## config.mk

```make
export PLATFORM = sky130hd
export DESIGN_NAME = dsp_prog_ctrl
export DESIGN_NICKNAME = d
export VERILOG_FILES = /design/src/rtl/dspc_pkg.sv /design/src/rtl/dspc_host_regs.sv /design/src/rtl/dspc_param_ram.sv /design/src/rtl/dspc_prog_seq.sv /design/src/rtl/dsp_prog_ctrl.sv
export SDC_FILE = /design/constraint.sdc
export NUM_CORES = 1
export LEC_CHECK = 0
export ABC_AREA = 1
export BUFFER_PORTS_ARGS = -buffer_cell sky130_fd_sc_hd__buf_2
export CAP_MARGIN = 5
export CORE_ASPECT_RATIO = 0.5
export CORE_MARGIN = 3
export CORE_UTILIZATION = 45
export CTS_BUF_LIST = sky130_fd_sc_hd__clkbuf_2
export DETAILED_ROUTE_END_ITERATION = 10
export GPL_ROUTABILITY_DRIVEN = 1
export PLACE_DENSITY = 0.77
export SLEW_MARGIN = 20
export SYNTH_ARGS = -nofsm -noshare
export SYNTH_HDL_FRONTEND = slang
export SYNTH_HIERARCHICAL = 1
export SYNTH_SLANG_ARGS = --single-unit
```

## constraint.sdc

```tcl
create_clock -name clk -period 2.8 [get_ports clk]
set_clock_uncertainty 0.2 [all_clocks]
set_input_delay 0.14 -clock clk [delete_from_list [all_inputs] [get_ports clk]]
set_output_delay 0.14 -clock clk [all_outputs]
set_load 0.03 [all_outputs]
```

## src/rtl/dspc_pkg.sv

```systemverilog
package dspc_pkg;
  localparam int ADDR_W    = 6;
  localparam int DATA_W    = 8;
  localparam int NUM_PARAM = 5;
  localparam int IDX_W     = $clog2(NUM_PARAM);
  localparam int HALT_BIT  = 7;
  localparam int AUTO_BIT  = 7;
  localparam int SEL_W     = 3;

  localparam logic [ADDR_W-1:0] ADDR_RXGAIN = 6'h1D;
  localparam logic [ADDR_W-1:0] ADDR_CTRL   = 6'h1E;
  localparam logic [ADDR_W-1:0] PARAM_ADDR [NUM_PARAM] =
    '{6'h20, 6'h21, 6'h23, 6'h24, 6'h26};

  typedef enum logic [SEL_W-1:0] {
    PROG_IDLE = 3'b000,
    PROG_GAIN = 3'b001,
    PROG_TONE = 3'b010,
    PROG_RING = 3'b011
  } prog_e;

  typedef struct packed {
    logic             hit;
    logic [IDX_W-1:0] idx;
  } pmap_t;

  function automatic pmap_t param_lookup(input logic [ADDR_W-1:0] a);
    pmap_t r;
    r = '0;
    for (int i = 0; i < NUM_PARAM; i++) begin
      if (a == PARAM_ADDR[i]) begin
        r.hit = 1'b1;
        r.idx = IDX_W'(i);
      end
    end
    return r;
  endfunction

  function automatic prog_e decode_sel(input logic [SEL_W-1:0] s);
    prog_e p;
    case (s)
      3'b001:  p = PROG_GAIN;
      3'b010:  p = PROG_TONE;
      3'b011:  p = PROG_RING;
      default: p = PROG_IDLE;
    endcase
    return p;
  endfunction
endpackage

```

## src/rtl/dspc_host_regs.sv

```systemverilog
module dspc_host_regs
  import dspc_pkg::*;
#(
  parameter int AW = ADDR_W,
  parameter int DW = DATA_W
) (
  input  logic          clk,
  input  logic          rst_n,
  input  logic          wr_en,
  input  logic [AW-1:0] addr,
  input  logic [DW-1:0] wdata,
  output logic          halt_o,
  output logic [SEL_W-1:0] sel_o,
  output logic          auto_o,
  output logic [DW-1:0] rx_gain_o,
  output logic [DW-1:0] rd_data_o
);
  localparam logic [DW-1:0] CTRL_MASK = DW'((1 << HALT_BIT) | ((1 << SEL_W) - 1));

  logic [DW-1:0] ctrl_q, rxg_q;
  logic          ctrl_wr, rxg_wr;

  assign ctrl_wr = wr_en && (addr == ADDR_CTRL);
  assign rxg_wr  = wr_en && (addr == ADDR_RXGAIN);

  always_ff @(posedge clk or negedge rst_n) begin
    if (!rst_n) begin
      ctrl_q <= '0;
      rxg_q  <= '0;
    end else begin
      if (ctrl_wr) ctrl_q <= wdata & CTRL_MASK;
      if (rxg_wr)  rxg_q  <= wdata;
    end
  end

  assign halt_o    = ctrl_q[HALT_BIT];
  assign sel_o     = ctrl_q[SEL_W-1:0];
  assign auto_o    = rxg_q[AUTO_BIT];
  assign rx_gain_o = rxg_q;

  always_comb begin
    rd_data_o = '0;
    if (addr == ADDR_CTRL)   rd_data_o = ctrl_q;
    if (addr == ADDR_RXGAIN) rd_data_o = rxg_q;
  end


  ctrl_halt_tracks_write_chk: assert property (@(posedge clk) disable iff (!rst_n)
    ctrl_wr |=> (halt_o == $past(wdata[HALT_BIT])) && (sel_o == $past(wdata[SEL_W-1:0])));


  rxg_stable_without_write_chk: assert property (@(posedge clk) disable iff (!rst_n)
    !rxg_wr |=> $stable(rx_gain_o));
endmodule

```

## src/rtl/dspc_param_ram.sv

```systemverilog
module dspc_param_ram
  import dspc_pkg::*;
#(
  parameter int AW = ADDR_W,
  parameter int DW = DATA_W,
  parameter int NP = NUM_PARAM
) (
  input  logic             clk,
  input  logic             rst_n,
  input  logic             wr_en,
  input  logic [AW-1:0]    addr,
  input  logic [DW-1:0]    wdata,
  input  logic             halt_i,
  output logic [NP*DW-1:0] words_o,
  output logic [DW-1:0]    rd_data_o
);
  pmap_t         map;
  logic          host_open;
  logic [DW-1:0] word_q [NP];

  assign map       = param_lookup(addr);
  assign host_open = halt_i && map.hit;

  for (genvar g = 0; g < NP; g++) begin : g_word
    logic sel_wr;
    assign sel_wr = wr_en && host_open && (map.idx == IDX_W'(g));

    always_ff @(posedge clk or negedge rst_n) begin
      if (!rst_n)      word_q[g] <= '0;
      else if (sel_wr) word_q[g] <= wdata;
    end

    assign words_o[g*DW +: DW] = word_q[g];


    locked_word_chk: assert property (@(posedge clk) disable iff (!rst_n)
      !halt_i |=> $stable(word_q[g]));
  end

  assign rd_data_o = host_open ? word_q[map.idx] : '0;
endmodule

```

## src/rtl/dspc_prog_seq.sv

```systemverilog
module dspc_prog_seq
  import dspc_pkg::*;
(
  input  logic             clk,
  input  logic             rst_n,
  input  logic             fp_i,
  input  logic             halt_i,
  input  logic [SEL_W-1:0] sel_i,
  input  logic             auto_i,
  output logic [SEL_W-1:0] prog_o,
  output logic             run_o,
  output logic             autonull_o
);
  prog_e prog_q;
  logic  run_q;
  logic  frame_start;

  assign frame_start = fp_i && !halt_i;

  always_ff @(posedge clk or negedge rst_n) begin
    if (!rst_n) begin
      prog_q <= PROG_IDLE;
      run_q  <= 1'b0;
    end else if (halt_i) begin
      prog_q <= PROG_IDLE;
      run_q  <= 1'b0;
    end else if (frame_start) begin
      prog_q <= decode_sel(sel_i);
      run_q  <= 1'b1;
    end
  end

  assign prog_o     = prog_q;
  assign run_o      = run_q;
  assign autonull_o = run_q && (prog_q != PROG_IDLE) && auto_i;


  prog_only_on_frame_chk: assert property (@(posedge clk) disable iff (!rst_n)
    (!fp_i && !halt_i) |=> $stable(prog_o));


  start_only_on_frame_chk: assert property (@(posedge clk) disable iff (!rst_n)
    !fp_i |=> !$rose(run_o));


  halt_stops_engine_chk: assert property (@(posedge clk) disable iff (!rst_n)
    halt_i |=> (!run_o && prog_o == PROG_IDLE));


  no_undefined_prog_chk: assert property (@(posedge clk) disable iff (!rst_n)
    !prog_o[SEL_W-1]);
endmodule

```

## src/rtl/dsp_prog_ctrl.sv

```systemverilog
module dsp_prog_ctrl
  import dspc_pkg::*;
(
  input  logic              clk,
  input  logic              rst_n,
  input  logic              frame_pulse,
  input  logic              host_wr,
  input  logic [ADDR_W-1:0] host_addr,
  input  logic [DATA_W-1:0] host_wdata,
  output logic [DATA_W-1:0] host_rdata,
  output logic [SEL_W-1:0]  prog_code,
  output logic              dsp_running,
  output logic              autonull_en,
  output logic [DATA_W-1:0] rx_gain,
  output logic [DATA_W-1:0] tx_pcm_gain,
  output logic [DATA_W-1:0] tx_tone_level,
  output logic [DATA_W-1:0] coef_a,
  output logic [DATA_W-1:0] coef_b,
  output logic [DATA_W-1:0] warble_rate
);
  logic                      halt, auto_bit;
  logic [SEL_W-1:0]          sel;
  logic [DATA_W-1:0]         reg_rd, ram_rd;
  logic [NUM_PARAM*DATA_W-1:0] words;

  dspc_host_regs u_regs (
    .clk(clk), .rst_n(rst_n), .wr_en(host_wr), .addr(host_addr), .wdata(host_wdata),
    .halt_o(halt), .sel_o(sel), .auto_o(auto_bit), .rx_gain_o(rx_gain), .rd_data_o(reg_rd)
  );

  dspc_param_ram u_ram (
    .clk(clk), .rst_n(rst_n), .wr_en(host_wr), .addr(host_addr), .wdata(host_wdata),
    .halt_i(halt), .words_o(words), .rd_data_o(ram_rd)
  );

  dspc_prog_seq u_seq (
    .clk(clk), .rst_n(rst_n), .fp_i(frame_pulse), .halt_i(halt), .sel_i(sel),
    .auto_i(auto_bit), .prog_o(prog_code), .run_o(dsp_running), .autonull_o(autonull_en)
  );

  assign host_rdata    = reg_rd | ram_rd;
  assign tx_pcm_gain   = words[0*DATA_W +: DATA_W];
  assign tx_tone_level = words[1*DATA_W +: DATA_W];
  assign coef_a        = words[2*DATA_W +: DATA_W];
  assign coef_b        = words[3*DATA_W +: DATA_W];
  assign warble_rate   = words[4*DATA_W +: DATA_W];


  autonull_needs_run_chk: assert property (@(posedge clk) disable iff (!rst_n)
    autonull_en |-> dsp_running);


  reserved_read_zero_chk: assert property (@(posedge clk) disable iff (!rst_n)
    (host_addr < 6'h20 && host_addr != ADDR_CTRL && host_addr != ADDR_RXGAIN) |-> host_rdata == '0);
endmodule

```

==> results.ini, run 1 <==
[status]
result_of_the_run=finished, final reports clean

[sta]
rsz0062_at_grt=no
clock.fmax_mhz=380
worst_slew_margin_rel_pct=62.2
tns_ns=0
layout_min_cycle_time_ns=2.63
post-route-period-util_pct=93.9
finalMaxSlewViolations=0
worst_slew_pin_slew_ns=0.564
final_hold_viol_count=0
setup_violations=0

[placement]
final_weighted_congestion_in_routability_driven_placement=0.910
placement.io_buffers=77
dpl.hpwl_mm=6.71
post_dp_cell_area_um2=3630

[global_route]
grt_usage_pct=24.3
grt_first_pass_wirelength_mm=15.5
first_global_vias=2965
grt_start_max_net_pins=24
grt_antenna_before_repair=0
global_route_total_overflow=0

[clocking]
clock_path_buffers=2
clkSinkCount=55
ctsHtreeMaxLevel=2
cts_root_buf=sky130_fd_sc_hd__clkbuf_2
cts_tree=done
clkLatencyLatePin_ns=0.47
clk_pin_slew_worst_paths_ns=0.26
cts_buffers=5

[route]
topRoutingLayerUsed=met4
dr_total_vias=3265
avgRoutedWirePerCell_um=15.1
drt_pre_antenna_iters=5
drt_wl_total_mm=9.71
dr_wl_met3_um=747
dr_wl_met2_mm=4.26
dr.first_iter.drc_count=365
antenna_violating_nets_post_route=0
detail_route.drc_violations=0
route.layer.met1.wl_mm=4.62
vias_per_cell=5.09

[logic_synthesis]
synth-edff-count=0
syn-cell-area_um2=3210
yosys_warnings=6
mappedNetlistNets=470
async_flop_share_pct=100
post_synth.cell_area_avg_um2=7.09
synth.distinct_cells=24
synthTopCellsByCount=sky130_fd_sc_hd__nand2_1 (211), sky130_fd_sc_hd__dfrtp_1 (55), sky130_fd_sc_hd__nand3_1 (54)
synth-seq-area-share_pct=42.9
synth_top_flop_cell=sky130_fd_sc_hd__dfrtp_1
yosys-top-cells-area=sky130_fd_sc_hd__dfrtp_1 (43%), sky130_fd_sc_hd__nand2_1 (25%), sky130_fd_sc_hd__nand3_1 (8.4%), sky130_fd_sc_hd__inv_1 (5.5%), sky130_fd_sc_hd__nand4_1 (2.3%)
syn-instance-count=452
yosysTopAreaCellShare_pct=42.9
post-synth-top-count-cell=sky130_fd_sc_hd__nand2_1
register_bit_count_reported_by_yosys=55
synth_area_leader_cell=sky130_fd_sc_hd__dfrtp_1

[cells_and_area]
num-nets-final=566
area_growth_syn_to_layout_pct=21.1
drive_above_1_share_pct=22.4
num_antenna_cells=0
design_area_um2=3880

[die]
fp.dieW_um=125
die-area_um2=8240
initial_core_util_pct=47.1
floorplan.core_area_um2=6810
die_height_um=65.7
ios=79
placementRows=21

[worst_setup_path]
crit_path_kind=in -> out
crit_fanout=17
critical_path.startpoint_type=input pin
critical_path_at_ns=2.29
cp.required_ns=2.46
endpoint_kind=output pin

[pwr]
p_per_area_nw_per_um2=392
leakage_power_figure_nw=2.21
ir_worst_vdd_uv=166

[worst_hold_path]
min-delay-path-class=in -> reg

[run]
maxCapViolCount=0

==> final timing paths <==
kind	cells after the start	slack, ns	from	endpoint
max in group asynchronous	4	0.95	rst_n	u_regs/rx_gain_o[6]$_DFFE_PN0P_
worst max-delay path	13	0.17	host_addr[0]	host_rdata[0]
min in group asynchronous	4	0.54	rst_n	u_ram/words_o[35]$_DFFE_PN0P_
worst min register to register	2	0.34	u_regs/rx_gain_o[3]$_DFFE_PN0P_	u_regs/rx_gain_o[3]$_DFFE_PN0P_
worst min-delay path	4	0.22	frame_pulse	u_seq/run_o$_DFFE_PN0P_
worst max register to register	6	0.97	u_regs/ctrl_q[7]$_DFFE_PN0P_	u_ram/words_o[9]$_DFFE_PN0P_
==> power by group <==
group          internal, mW  switching, mW  leakage (nW)
Sequential            0.838         0.0384         0.755
Combinational        0.0995          0.230          1.43
Clock                0.0574          0.260        0.0325
Total                 0.995          0.528          2.21
==> area by class of cell <==
cell class / instances / area [µm²]
multi-input combinational: 330 / 1530
fill: 669 / 2920
clock buffer: 5 / 25.0
inverter: 54 / 203
sequential: 55 / 1380
clock inverter: 3 / 15.0
timing repair buffer: 102 / 621
tap: 92 / 115
==> worst max-delay path, stage by stage <==
cell	delay [ns]
sky130_fd_sc_hd__dlygate4sd3_1	0.53
sky130_fd_sc_hd__buf_2	0.19
sky130_fd_sc_hd__inv_2	0.08
sky130_fd_sc_hd__nor2_2	0.04
sky130_fd_sc_hd__nand3_4	0.21
sky130_fd_sc_hd__clkinv_1	0.30
sky130_fd_sc_hd__nand2_1	0.20
sky130_fd_sc_hd__nand2_1	0.06
sky130_fd_sc_hd__a21oi_1	0.13
sky130_fd_sc_hd__a21oi_1	0.08
sky130_fd_sc_hd__inv_1	0.09
sky130_fd_sc_hd__nand2_1	0.06
sky130_fd_sc_hd__buf_2	0.17
==> kinds of logic after synthesis <==
logic type / Yosys count / synth area share [%]
compound gates: 10 / 1.79
buf+inv: 67 / 9.52
flops: 55 / 42.9
other cells: 1 / 0.117
simple gates: 319 / 45.6
==> flip-flops by register name, indices dropped and copies added (netlist names) <==
name              count
u_ram/words_o        40
u_regs/rx_gain_o      8
u_regs/ctrl_q         4
u_seq/prog_o          2
u_seq/run_o           1
==> stage by stage <==
stage | total power, mW | utilization, % | hold slack [ns] | instances | worst slack, ns
2_1_floorplan | 1.08 | - | -0.356 | 452 | 1.16
3_3_place_gp | 1.19 | 53.4 | -0.141 | 612 | 0.701
3_5_place_dp | 1.20 | 53.4 | -0.141 | 612 | 0.708
4_1_cts | 1.53 | 56.8 | 0.201 | 639 | 0.157
5_1_grt | 1.60 | 57.1 | 0.216 | 641 | 0.00366
6_report | 1.52 | 57.1 | 0.224 | 641 | 0.170
==> per-layer routing <==
metal / GRT usage, % / up-vias
li1: - / 1587
met1: 35.8 / 1554
met2: 37.4 / 116
met3: 4.95 / 8
met4: 5.00 / 0
met5: 0 / -
==> cell usage in the layout (no fill, tap or decap) <==
cell | Yosys | routed
sky130_fd_sc_hd__clkinv_1 | 1 | 1
sky130_fd_sc_hd__nor3_2 | 1 | 1
sky130_fd_sc_hd__o211ai_2 | 1 | 1
sky130_fd_sc_hd__nand2_2 | 7 | 6
sky130_fd_sc_hd__nand3_4 | 2 | 2
sky130_fd_sc_hd__inv_2 | 6 | 6
sky130_fd_sc_hd__nor2_4 | 6 | 6
sky130_fd_sc_hd__nor2_2 | 3 | 3
sky130_fd_sc_hd__clkinv_2 | 0 | 3
sky130_fd_sc_hd__dlygate4sd3_1 | 0 | 19
sky130_fd_sc_hd__nand3_2 | 2 | 2
sky130_fd_sc_hd__inv_1 | 47 | 47
sky130_fd_sc_hd__nand2_1 | 211 | 211
sky130_fd_sc_hd__nand2_4 | 1 | 2
sky130_fd_sc_hd__nand2_8 | 1 | 1
sky130_fd_sc_hd__buf_4 | 5 | 6
sky130_fd_sc_hd__nand4_1 | 12 | 12
sky130_fd_sc_hd__conb_1 | 1 | 1
sky130_fd_sc_hd__clkbuf_2 | 0 | 5
sky130_fd_sc_hd__dfrtp_1 | 55 | 55
sky130_fd_sc_hd__nand3b_1 | 1 | 1
sky130_fd_sc_hd__nand3_1 | 54 | 54
sky130_fd_sc_hd__nor2_1 | 16 | 16
sky130_fd_sc_hd__nor3_4 | 2 | 2
sky130_fd_sc_hd__buf_2 | 4 | 77
sky130_fd_sc_hd__a21oi_1 | 9 | 9
==> what timing repair did <==
action	CTS	global route
buffers inserted	0	2
hold buffers	19	0
endpoints found under the setup margin	0	7
endpoints found under the hold margin	110	0
gates resized for setup	0	1
Note: power is estimated with default switching activity, not from simulation.
==> inputs of run 2 (changes only) <==
PLACE_DENSITY = 0.8   (was 0.77)
clock period = 2.3 ns   (was 2.8 ns; I/O delays follow)
==> run 2 against run 1 <==
Die area stayed put. Global-route usage down 1.6 points. Sequential power grew 22%. Register-to-register slack lost 0.66 ns. Total power up 32%. Critical path type unchanged.
==> results.ini, run 2 (synthesis results as in run 1) <==
[status]
result_of_the_run=finished, final reports clean

[sta]
layout_min_cycle_time_ns=2.12
tns_ns=0
rsz0062_at_grt=no
final.setup.worst_slack_ns=0.182
post-route-period-util_pct=92.1
setup_violations=0
clock.fmax_mhz=472
final_hold_viol_count=0
finalMaxSlewViolations=0

[route]
drt_pre_antenna_iters=5
detail_route.drc_violations=0
dr_total_vias=3409
vias_per_cell=5.25
dr.first_iter.drc_count=474
avgRoutedWirePerCell_um=14.8
drt_wl_total_mm=9.63
antenna_violating_nets_post_route=0

[pwr]
p_per_area_nw_per_um2=503
ir_worst_vdd_uv=214
leakage_power_figure_nw=2.25
power_mw=2.01

[cells_and_area]
design_area_um2=3990
layout_common_cells=sky130_fd_sc_hd__nand2_1 (211), sky130_fd_sc_hd__buf_2 (77), sky130_fd_sc_hd__nand3_1 (54), sky130_fd_sc_hd__dfrtp_1 (54), sky130_fd_sc_hd__inv_1 (46)
final_common_cell=sky130_fd_sc_hd__nand2_1
drive_above_1_share_pct=22.8
num-nets-final=574
flip_flop_count_of_the_largest_register_all_copies_and_words_added=40
area_growth_syn_to_layout_pct=24.4
num_antenna_cells=0

[worst_setup_path]
timing.rr.start=u_regs/ctrl_q[7]$_DFFE_PN0P_
endpoint=host_rdata[3]
crit_path_kind=in -> out
critical_path_at_ns=1.80
endpoint_kind=output pin
critical_path.startpoint_type=input pin
cp.required_ns=1.99
crit_fanout=10
crit_start=host_addr[5]
worst_r2r_path_depth=5
rrSetupSlack_ns=0.31
regToRegEndpoint=u_ram/words_o[20]$_DFFE_PN0P_

[global_route]
grt_first_pass_wirelength_mm=15.0
grt_usage_pct=22.8
global_route_total_overflow=0
grt_util_met3_pct=3.73
first_global_vias=3061
grt_antenna_before_repair=0
met2_usage_pct=38.4
grt_start_max_net_pins=30
grtUsageMet1_pct=30.7
grt-busiest-layer=met2

[die]
initial_core_util_pct=47.1
ios=79
die-area_um2=8240
fp.dieW_um=125
placementRows=21
die_height_um=65.7
floorplan.core_area_um2=6810

[clocking]
clkLatencyLatePin_ns=0.43
cts_buffers=5
cts_tree=done
post_cts.repair.setup_buffers=0
ctsHtreeMaxLevel=2
clk_pin_slew_worst_paths_ns=0.32
clock_path_buffers=2
cts_root_buf=sky130_fd_sc_hd__clkbuf_2
clkSinkCount=55

[worst_hold_path]
min-delay-path-class=in -> reg

[run]
maxCapViolCount=0

[placement]
place_worst_setup_slack_ns=0.267
dpl.hpwl_mm=6.64
placement.io_buffers=77
final_weighted_congestion_in_routability_driven_placement=0.952
post_dp_cell_area_um2=3660

==> run 2: worst max-delay path, cell delays in order <==
cell and delay (ns):
sky130_fd_sc_hd__buf_2 0.11, sky130_fd_sc_hd__dlygate4sd3_1 0.54, sky130_fd_sc_hd__inv_1 0.06, sky130_fd_sc_hd__nand2_1 0.12
sky130_fd_sc_hd__nor2_4 0.27, sky130_fd_sc_hd__nand2_1 0.14, sky130_fd_sc_hd__nor2_1 0.11, sky130_fd_sc_hd__inv_1 0.05
sky130_fd_sc_hd__nand2_1 0.08, sky130_fd_sc_hd__buf_2 0.20
==> run 2: area by class of cell <==
class                           count  area [µm²]
Clock buffer                        5        25.0
Clock inverter                      3        50.0
Fill cell                         636        2820
Inverter                           54         203
Multi-Input combinational cell    331        1530
Sequential cell                    55        1380
Tap cell                           92         115
Timing Repair Buffer              109         688
==> run 2: worst min-delay path by stage <==
stage                       startpoint                            end  slack (ns)  cells after the start
after floorplan                  rst_n   u_ram/words_o[0]$_DFFE_PN0P_       -0.38                      0
after global placement           rst_n    u_seq/prog_o[1]$_DFFE_PN0P_       -0.05                      2
after detailed placement         rst_n    u_seq/prog_o[1]$_DFFE_PN0P_       -0.06                      2
after CTS                 host_addr[4]  u_ram/words_o[25]$_DFFE_PN0P_        0.01                      6
after global routing      host_addr[4]  u_ram/words_o[25]$_DFFE_PN0P_        0.03                      6
final                     host_addr[4]  u_ram/words_o[25]$_DFFE_PN0P_        0.06                      6
==> run 2: repair_timing <==
| item | 4_1_cts | 5_1_grt |
|---|---|---|
| hold endpoints to repair | 110 | 0 |
| resized for setup | 0 | 2 |
| setup endpoints to repair | 0 | 8 |
| hold buffers | 25 | 0 |
==> run 2: per-layer routing <==
layer	wire, µm	vias to the layer above
met4	189	0
met1	4030	1599
met5	0	-
met3	852	27
met2	4560	178
li1	-	1605
==> run 2: report_power, final <==
group	switching (mW)	leakage [nW]	internal [mW]	total, mW
clock network	0.336	0.0455	0.197	0.532
registers	0.0479	0.753	1.02	1.07
logic	0.281	1.45	0.124	0.405
total	0.665	2.25	1.34	2.01
==> run 2: metrics by stage <==
stage,hold WS [ns],cells,util [%]
5_1_grt,0.0319,649,58.6
6_report,0.0577,649,58.6
3_3_place_gp,-0.0539,615,53.7
3_5_place_dp,-0.0582,615,53.7
4_1_cts,0.0136,648,58.5
2_1_floorplan,-0.381,452,-
==> inputs of run 3 (changes only) <==
clock period = 1.8 ns   (was 2.3 ns; I/O delays follow)
==> run 3 against run 2 <==
The flow now finishes with violations (negative setup slack). Utilization increased by 6.6 points. Count of clock-buffer cells in the layout rose by 1. Critical path depth down 1. Setup slack worse by 0.30 ns.
==> results.ini, run 3 (synthesis results as in run 1) <==
[status]
result_of_the_run=finished with violations
violations=negative setup slack

[worst_hold_path]
min-delay-path-class=in -> reg
hp-start=host_addr[1]

[pwr]
power.sequential.fraction_pct=55.3
power.combinational.fraction_pct=24.1
power.clock.fraction_pct=20.6
p_per_area_nw_per_um2=553
leakage_power_figure_nw=2.53
switching_share_pct=34.5
power_mw=2.45
power.net_switching_uw=846
ir_worst_vdd_uv=249
internal_power_mw=1.61

[worst_setup_path]
crit_buf_inv=3
slowest_stage=sky130_fd_sc_hd__dfrtp_1
path_delay_family=flip-flops
crit_fanout=2
crit_start=u_ram/words_o[9]$_DFFE_PN0P_
cp.required_ns=1.51
critical_path.startpoint_type=register
crit_path_frequent_cell=sky130_fd_sc_hd__nand2_1
timing.rr.start=u_regs/ctrl_q[7]$_DFFE_PN0P_
critical_path.cell_chain=inv_1 > nand2_1 > nand2_1 > nand2_1 > nand2_2 > a21oi_2 > inv_1 > nand2_1 > buf_6
rrSetupSlack_ns=0.23
critical_path_at_ns=1.62
crit_path_kind=reg -> out
timing.critical_path.slowest_cell_delay_ns=0.44
endpoint_kind=output pin

[global_route]
grt_usage_pct=24.4
grt_antenna_before_repair=0
global_route_total_overflow=0
grt_start_max_net_pins=56
grt_first_pass_wirelength_mm=16.0
first_global_vias=3263

[die]
floorplan.core_area_um2=6810
fp.dieW_um=125
die_height_um=65.7
placementRows=21
ios=79
initial_core_util_pct=47.1
die-area_um2=8240

[route]
drt_wl_total_mm=10.3
vias_per_cell=5.17
antenna_violating_nets_post_route=0
dr.first_iter.drc_count=533
avgRoutedWirePerCell_um=15.0
detail_route.drc_violations=0
dr_total_vias=3572
drt_pre_antenna_iters=7

[clocking]
cts_tree=done
cts_root_buf=sky130_fd_sc_hd__clkbuf_2
clk_pin_slew_worst_paths_ns=0.31
clkSinkCount=55
clock_path_buffers=2
clkLatencyLatePin_ns=0.45
cts_buffers=5
ctsHtreeMaxLevel=2

[cells_and_area]
design_area_um2=4440
final_common_cell=sky130_fd_sc_hd__nand2_1
drive_above_1_share_pct=32.6
final.fill_count=564
register_area_um2=1380
layout_common_cells=sky130_fd_sc_hd__nand2_1 (201), sky130_fd_sc_hd__buf_2 (69), sky130_fd_sc_hd__dfrtp_1 (55), sky130_fd_sc_hd__nand3_1 (51), sky130_fd_sc_hd__buf_4 (50)
flip_flop_count_of_the_largest_register_all_copies_and_words_added=40
num_antenna_cells=0
num-nets-final=616
area_growth_syn_to_layout_pct=38.4
final_util_pct=65.2
multi_input_comb_area_um2=1600

[placement]
placement.io_buffers=77
dpl.hpwl_mm=6.66
post_dp_cell_area_um2=3860
final_weighted_congestion_in_routability_driven_placement=0.929
place_worst_setup_slack_ns=0.00218

[sta]
rsz0062_at_grt=yes
hold_slack_ns=0.0565
clock.fmax_mhz=523
finalMaxSlewViolations=0
final_hold_viol_count=0
final.setup.worst_slack_ns=-0.114
layout_min_cycle_time_ns=1.91
setup_violations=8
post-route-period-util_pct=106

[run]
maxCapViolCount=0

## run 3: timing repair
| action | in CTS | in global routing |
|---|---|---|
| hold endpoints to repair | 110 | 0 |
| buffers inserted | 17 | 11 |
| hold buffers | 20 | 0 |
| gates cloned | 0 | 0 |
| pin swaps | 12 | 10 |
| setup endpoints to repair | 8 | 9 |
| resized for setup | 24 | 17 |
## run 3: routing by layer
layer  GRT usage [%]  vias up  share of wire (%)
li1                -     1688                  -
met1            33.1     1650                 42
met2            41.4      200                 47
met3            4.14       34                8.7
met4            5.54        0                2.3
met5               0        -                  0
## run 3: power by group through the flow
stage	sequential [mW]	combinational (mW)	clock [mW]
global route	1.37	0.641	0.563
global placement	1.38	0.497	0
detailed placement	1.38	0.502	0
floorplan	1.48	0.194	0
CTS	1.36	0.561	0.507
finish	1.36	0.591	0.505
## run 3: cell type report
class / instances / share of cell area [%]
Clock buffer: 6 / 0.677
Clock inverter: 2 / 0.282
Sequential cell: 55 / 31.0
Inverter: 54 / 4.57
Tap cell: 92 / 2.59
Timing Repair Buffer: 152 / 24.9
Multi-Input combinational cell: 330 / 36.0
## run 3: per-stage QoR
| step | instances | TNS (ns) |
|---|---|---|
| 6_report | 691 | -0.564 |
| 2_1_floorplan | 452 | 0 |
| 5_1_grt | 691 | -1.72 |
| 4_1_cts | 680 | -0.455 |
| 3_5_place_dp | 635 | 0 |
| 3_3_place_gp | 635 | 0 |
## run 3: path summary, 6_finish.rpt
kind | cells past startpoint | to
max reg2reg | 7 | u_ram/words_o[15]$_DFFE_PN0P_
max in group asynchronous | 4 | u_ram/words_o[16]$_DFFE_PN0P_
max | 9 | host_rdata[1]
min in group asynchronous | 4 | u_ram/words_o[34]$_DFFE_PN0P_
min | 6 | u_regs/rx_gain_o[5]$_DFFE_PN0P_
min reg2reg | 2 | u_seq/prog_o[1]$_DFFE_PN0P_
## run 3: tightest hold or removal path: cells and delay by family
kind	cells	cell delay, ns
simple gates	4	0.31
buf+inv	2	0.26
